`config.mk`:
```
export PLATFORM = sky130hd
export DESIGN_NAME = tx_gap_timer
export DESIGN_NICKNAME = d
export VERILOG_FILES = /design/src/rtl/tx_gap_pkg.sv /design/src/rtl/tx_gap_thresh.sv /design/src/rtl/tx_gap_phase.sv /design/src/rtl/tx_gap_counter.sv /design/src/rtl/tx_gap_timer.sv
export SDC_FILE = /design/constraint.sdc
export NUM_CORES = 1
export LEC_CHECK = 0
export BUFFER_PORTS_ARGS = -buffer_cell sky130_fd_sc_hd__buf_4
export CORE_UTILIZATION = 57
export DETAILED_ROUTE_END_ITERATION = 6
export MAX_ROUTING_LAYER = met4
export PLACE_DENSITY = 0.79
export SYNTH_ARGS = -nofsm -noshare
export SYNTH_HDL_FRONTEND = slang
export SYNTH_SLANG_ARGS = --single-unit
export TNS_END_PERCENT = 50
```
`constraint.sdc`:
```
create_clock -name clk -period 2.8 [get_ports clk]
set_clock_uncertainty 0.05 [all_clocks]
set_input_delay 0.7 -clock clk [delete_from_list [all_inputs] [get_ports clk]]
set_output_delay 0.7 -clock clk [all_outputs]
set_load 0.02 [all_outputs]
```
`src/rtl/tx_gap_pkg.sv`:
```
package tx_gap_pkg;
  typedef enum logic {
    PH_GAP   = 1'b0,
    PH_FRAME = 1'b1
  } tx_phase_e;
endpackage

```
`src/rtl/tx_gap_thresh.sv`:
```
module tx_gap_thresh #(
  parameter int GAP_W = 7
) (
  input  logic [GAP_W-1:0] gap_bits,
  output logic [GAP_W-1:0] early_lim
);
  localparam int WIDE_W = GAP_W + 1;
  logic [WIDE_W-1:0] twice;
  logic [WIDE_W-1:0] third;

  always_comb begin
    twice     = {gap_bits, 1'b0};
    third     = twice / WIDE_W'(3);
    early_lim = third[GAP_W-1:0];
  end
endmodule

```
`src/rtl/tx_gap_phase.sv`:
```
module tx_gap_phase
  import tx_gap_pkg::*;
(
  input  logic      clk,
  input  logic      rst_n,
  input  logic      start,
  input  logic      end_evt,
  output tx_phase_e phase
);
  tx_phase_e phase_q, phase_d;

  always_comb begin
    phase_d = phase_q;
    unique case (phase_q)
      PH_GAP:   if (start)   phase_d = PH_FRAME;
      PH_FRAME: if (end_evt) phase_d = PH_GAP;
      default:               phase_d = PH_GAP;
    endcase
  end

  always_ff @(posedge clk or negedge rst_n) begin
    if (!rst_n) phase_q <= PH_GAP;
    else        phase_q <= phase_d;
  end

  assign phase = phase_q;


  frame_holds_chk: assert property (@(posedge clk) disable iff (!rst_n)
    (phase_q == PH_FRAME && !end_evt) |=> (phase_q == PH_FRAME));
endmodule

```
`src/rtl/tx_gap_counter.sv`:
```
module tx_gap_counter #(
  parameter int GAP_W = 7
) (
  input  logic             clk,
  input  logic             rst_n,
  input  logic [GAP_W-1:0] gap_bits,
  input  logic             clear,
  input  logic             restart,
  input  logic             tick,
  output logic [GAP_W-1:0] count,
  output logic             at_gap
);
  logic [GAP_W-1:0] cnt_q, cnt_d;
  logic             cnt_en;

  assign at_gap = (cnt_q >= gap_bits);

  always_comb begin
    cnt_en = clear || restart || (tick && !at_gap);
    cnt_d  = cnt_q;
    if (clear || restart) cnt_d = '0;
    else if (tick && !at_gap) cnt_d = cnt_q + GAP_W'(1);
  end

  always_ff @(posedge clk or negedge rst_n) begin
    if (!rst_n)      cnt_q <= '0;
    else if (cnt_en) cnt_q <= cnt_d;
  end

  assign count = cnt_q;


  tick_step_chk: assert property (@(posedge clk) disable iff (!rst_n)
    (tick && !at_gap && !clear && !restart) |=> (cnt_q == GAP_W'($past(cnt_q) + 1)));

  sat_hold_chk: assert property (@(posedge clk) disable iff (!rst_n)
    (at_gap && !clear && !restart) |=> (cnt_q == $past(cnt_q)));

  clear_zero_chk: assert property (@(posedge clk) disable iff (!rst_n)
    (clear || restart) |=> (cnt_q == '0));
endmodule

```
`src/rtl/tx_gap_timer.sv`:
```
module tx_gap_timer
  import tx_gap_pkg::*;
#(
  parameter int GAP_W = 7
) (
  input  logic             clk,
  input  logic             rst_n,
  input  logic [GAP_W-1:0] gap_bits,
  input  logic             half_duplex,
  input  logic             tx_end_idle,
  input  logic             carrier_sense,
  input  logic             bit_tick,
  input  logic             tx_req,
  output logic             tx_grant
);
  tx_phase_e        phase;
  logic [GAP_W-1:0] count;
  logic [GAP_W-1:0] early_lim;
  logic             at_gap;
  logic             in_gap;
  logic             start;
  logic             clear;
  logic             restart;

  assign in_gap   = (phase == PH_GAP);
  assign tx_grant = in_gap && at_gap;
  assign start    = tx_grant && tx_req;
  assign clear    = start || tx_end_idle || !in_gap;
  assign restart  = half_duplex && carrier_sense && in_gap && !at_gap &&
                    (count <= early_lim);

  tx_gap_thresh #(.GAP_W(GAP_W)) u_thresh (
    .gap_bits  (gap_bits),
    .early_lim (early_lim)
  );

  tx_gap_phase u_phase (
    .clk     (clk),
    .rst_n   (rst_n),
    .start   (start),
    .end_evt (tx_end_idle),
    .phase   (phase)
  );

  tx_gap_counter #(.GAP_W(GAP_W)) u_count (
    .clk      (clk),
    .rst_n    (rst_n),
    .gap_bits (gap_bits),
    .clear    (clear),
    .restart  (restart),
    .tick     (bit_tick),
    .count    (count),
    .at_gap   (at_gap)
  );


  grant_drop_chk: assert property (@(posedge clk) disable iff (!rst_n)
    (tx_req && tx_grant && !tx_end_idle) |=> !tx_grant);

  early_crs_chk: assert property (@(posedge clk) disable iff (!rst_n)
    (half_duplex && carrier_sense && !tx_grant && !tx_end_idle &&
     (count <= early_lim) && (phase == PH_GAP)) |=> (count == '0));

  late_crs_chk: assert property (@(posedge clk) disable iff (!rst_n)
    (half_duplex && carrier_sense && !bit_tick && !tx_end_idle && !tx_req &&
     (count > early_lim)) |=> (count == $past(count)));

  fd_crs_chk: assert property (@(posedge clk) disable iff (!rst_n)
    (!half_duplex && tx_grant && !tx_req && !tx_end_idle &&
     $stable(gap_bits)) |=> tx_grant);
endmodule

```
# After elaboration in Yosys (flattened, before gate mapping)
# Cells that the tools add are included.
word_totals:
  word_cells: 26
  ff_bits: 8
op_classes:
  n_reduce_logical: 14
  n_mux: 5
  magnitude_cmp: 2
  add_sub_neg: 1
  bitwise: 1
  div_mod_pow: 1
ops:
  columns: ["operator", "count"]
  rows:
  - ["$mux W7", 2]
  - ["$div A8 B2 Y8 const B", 1]
  - ["$add A7 B1 Y7 const B", 1]
  - ["$ge A7 B7 Y1", 1]
  - ["$le A7 B7 Y1", 1]
  - ["$logic_and A1 B1 Y1", 7]
  - ["$logic_or A1 B1 Y1", 4]
  - ["$mux W1", 2]
  - ["$pmux W1 S2", 1]
  - ["$reduce_and A2 Y1", 1]
  - ["$reduce_bool A2 Y1", 1]
  - ["$logic_not A1 Y1", 1]
  - ["$not A1 Y1", 1]

# Logic depth before layout (Yosys ltp)
depth:
  depth_word: 8
  ltp_mapped: 20
  depth_no_buf: 19

# Modules after synthesis
# From an unflattened synthesis, not the netlist that was laid out.
hier_totals:
  cells_unflattened: 178
  area_unflattened_um2: 1382.6
modules_own_cells:
  columns: ["module", "area_each_um2", "cells_each", "seq_area_each_um2", "n_inst"]
  rows:
  - ["tx_gap_counter", 579.3, 63, 175.2, 1]
  - ["tx_gap_thresh", 554.3, 83, 0.0, 1]
  - ["tx_gap_timer", 210.2, 29, 0.0, 1]
  - ["tx_gap_phase", 38.8, 3, 25.0, 1]

# Worst setup path before layout
# Ideal clock, no wire load.
synth_path:
  path_kind: "input to register"
  from: "in gap_bits[2]"
  to: "reg u_count.cnt_q[0] (netlist: u_count.count[0])"
  cell_stages: 19
  required_time_ns: 2.612
  slack_ns: -0.978
  arrival_time_ns: 3.591
  setup_time_ns: 0.138
  cell_sequence: "buf_6 > and2b_4 > nand4_1 > o31ai_2 > nor4_4 > xnor2_1 > ha_1 > nor3_1 > nand3b_1 > o21ai_1 > nor3_2 > ha_1 > nor2b_1 > o21ai_0 > a21oi_1 > a2111oi_0 > o211ai_1 > o211ai_1 > nor2_1"
synth_between:
  elab_chain_len: 8
  word_cells_on_any_way: 16
  classes_between: "1 x div; 2 x order compare; 1 x mux; 12 x reduce/logical"
synth_lines:
  columns: ["item", "line_no", "rtl"]
  rows:
  - ["start: declaration", "tx_gap_timer.sv:8", "input logic [GAP_W-1:0] gap_bits,"]
  - ["parallel branches: the longest is 8 deep, another holds $div A8 B2 Y8", null, null]
  - ["end signal: assignment", "tx_gap_counter.sv:27", "else if (cnt_en) cnt_q <= cnt_d;"]
  - ["end: declaration", "tx_gap_counter.sv:13", "logic [GAP_W-1:0] cnt_q, cnt_d;"]
# Parallel ways; which one is timed is not known.
# A chain may end at the register's enable or synchronous reset.

# Worst setup path after layout
layout_path:
  from: "in gap_bits[6]"
  to: "reg u_count.cnt_q[5] (netlist: u_count.count[5])"
# Same word-level chain as after synthesis.

==> impl_metrics.toml <==
[status]
status = "finished, violations left"
violations = "negative setup slack"

[placed_design]
routabilityCongestion = 0.858
hpwl_um = 2380
port_buffers = 14

[cts]
clockBufferDepth = 2
clk_latency_ns = 0.25
cts_hold_buf = 0
cts_sinks = 8
clockRootBuffer = "clkbuf_4"
numCtsBuffers = 3
path_clk_slew_ns = 0.06
htree_levels = 1
cts_tree = "done"

[layout]
drive_above_1_share_pct = 45.3
area_growth_pct = 45.6
layout_commonest_cell = "buf_4"
fin_nets = 222
final_core_util_pct = 88.7
final_cell_mix = "buf_4, ha_1, nand2_1, xnor2_1, dfrtp_1"
diodes = 0

[hold_path]
hold_path_class = "in2async"

[power]
vdd_drop_max_v = 0.000306
power.density_nw_per_um2 = 265
p_leak_uw = 0.000791

[sta]
tightest_slew_ns = 0.463
slew_headroom_pct = 69.1
rsz0062_at_grt = "true"
fmax_mhz = 262
fin_tns_setup_ns = -7.17
final.min_clock_period_ns = 3.81
finalSetupViolCount = 8
hold_viol = 0
post-route-period-util_pct = 136
slew_viol_final = 0
worst_slack_ns = -1.01

[floorplan]
fp.dieW_um = 48.0
coreArea_um2 = 1980
fp.dieArea_um2 = 2310
initial_core_util_pct = 60.9
rows = 16
die_y_um = 48.0
pin_count = 15

[worst_setup_path]
start_kind = "primary input"
critPathArrivalTime_ns = 3.89
crit_family = "simple AND/OR/NAND/NOR gates"
worstPathCellList = "buf_4 > inv_2 > or3_1 > a211oi_2 > nor4_4 > xnor2_1 > ha_2 > nand2_2 > or3_4 > o21ai_4 > nor3_2 > ha_2 > nand4_1 > o22ai_2 > o211ai_1 > o211ai_1 > buf_4 > nor2_1"
path_max_fanout = 7
worstPathRequired_ns = 2.88
crit_buf_inv = 3
end_kind = "register"
slowest_delay_ns = 0.40
cp_slowest_cell = "or3_4"
crit_type = "in2reg"

[drt]
vias_per_cell = 6.48
drc_errors = 0
ant_nets = 0
wl_per_cell_um = 19.6
totalWireLength_um = 4250
drt_iter0_drc = 50
firstDrtPassIters = 4
via_count = 1406

[synth]
synth_fp_nets = 176
syn_area_um2 = 1210
avgSynthCellArea_um2 = 8.27
synth_edf_count = 0
ys_seq_elements = 8
ys_warn_count = 0
synthFlopType = "dfrtp_1"
ys_seq_area_share_pct = 16.6
synth_cells = 146
synthArstFlopShare_pct = 100
netlist-cell-type-count = 48

[grt]
gr-total-overflow = 0
grt_pass1_vias = 1325
grt_first_pass_wirelength_um = 6190
grtUsageTotal_pct = 40.7
grt_max_degree = 13
antenna_found_initial = 0

[job]
maxCapViolations = 0
## state kept, by name, summed over array words and instances (netlist names)
register,cells
u_phase.phase,1
u_count.count,7
## final timing paths
check	startpoint	end	slack (ns)	cells after the start
setup / recovery	gap_bits[6]	u_count.count[5]$_DFFE_PN0P_	-1.01	18
hold / removal	rst_n	u_count.count[1]$_DFFE_PN0P_	0.20	1
setup reg to reg	u_count.count[0]$_DFFE_PN0P_	u_count.count[5]$_DFFE_PN0P_	0.23	9
hold reg to reg	u_phase.phase$_DFF_PN0_	u_phase.phase$_DFF_PN0_	0.46	1
max in group asynchronous	rst_n	u_count.count[4]$_DFFE_PN0P_	2.36	1
min in group clk	u_phase.phase$_DFF_PN0_	u_phase.phase$_DFF_PN0_	0.46	1
## cells in the mapped netlist, types with 2 or more instances
| master | number | area share, % |
|---|---|---|
| a21o_1 | 4 | 2.5 |
| a21oi_1 | 9 | 3.7 |
| buf_4 | 4 | 2.5 |
| dfrtp_1 | 8 | 17 |
| ha_1 | 16 | 17 |
| inv_1 | 8 | 2.5 |
| mux2i_1 | 2 | 1.7 |
| nand2_1 | 9 | 2.8 |
| nand2b_1 | 3 | 1.6 |
| nand3_1 | 4 | 1.7 |
| nand4_1 | 4 | 2.1 |
| nor2_1 | 13 | 4.0 |
| nor2b_1 | 3 | 1.6 |
| nor3_1 | 4 | 1.7 |
| nor3_2 | 2 | 1.7 |
| o211ai_1 | 5 | 3.1 |
| o21ai_0 | 6 | 2.5 |
| o21ai_1 | 2 | 0.83 |
| o22ai_1 | 2 | 1.0 |
| o311ai_2 | 2 | 2.7 |
| or3_1 | 2 | 1.0 |
| xnor2_1 | 8 | 5.8 |
## power by group
group          switching, uW  internal (uW)
clock network           38.1           49.0
logic                    133            125
registers               2.87            118
total                    174            293
## stage by stage
| step | cell area [um^2] | total power, uW | instances | hold slack (ns) | worst slack [ns] |
|---|---|---|---|---|---|
| final | 1760 | 466 | 217 | 0.204 | -1.01 |
| after global routing | 1760 | 496 | 217 | 0.204 | -1.16 |
| after CTS | 1720 | 446 | 217 | 0.199 | -0.919 |
| after detailed placement | 1530 | 328 | 210 | 0.449 | -1.44 |
| after global placement | 1530 | 319 | 210 | 0.444 | -1.20 |
| after floorplan | 1210 | 250 | 146 | 0.354 | -0.978 |
## area by class of cell
class	count	area [um^2]
Inverter	10	42.5
Multi-Input combinational cell	122	1060
Sequential cell	8	200
Clock buffer	3	22.5
Fill cell	97	224
Timing Repair Buffer	47	395
Tap cell	27	33.8
## layer usage
metal | wire (um) | track usage [%] | vias to the layer above
li1 | - | - | 637
met1 | 1640 | 45.0 | 657
met2 | 2150 | 63.0 | 91
met3 | 300 | 15.5 | 21
met4 | 154 | 21.1 | 0
met5 | 0 | - | -
## worst reg2reg max path: stages (launching register included)
cell,delay (ns)
dfrtp_1,0.40
inv_1,0.16
ha_1,0.25
nand2b_1,0.14
a21o_1,0.18
a21oi_1,0.34
o211ai_1,0.27
nor3_1,0.37
xnor2_1,0.21
nor2_1,0.07
## cells by family (layout without fill, tap and decap cells)
logic type	count (synthesis)	count (layout)	share of synthesized area [%]
buf+inv	16	60	7.15
compound gates	42	42	25.6
xor+xnor	8	8	5.80
fa+ha+maj	17	17	17.4
simple gates	52	52	24.9
flops	8	8	16.6
mux	3	3	2.59
## what timing repair did
action / CTS / global route
cloned: 0 / 0
setup endpoints to repair: 8 / 8
gates resized for setup: 32 / 11
pin swaps: 20 / 18
buffers inserted: 4 / 1
hold endpoints to repair: 0 / 0
(Power assumes the default switching activity.)
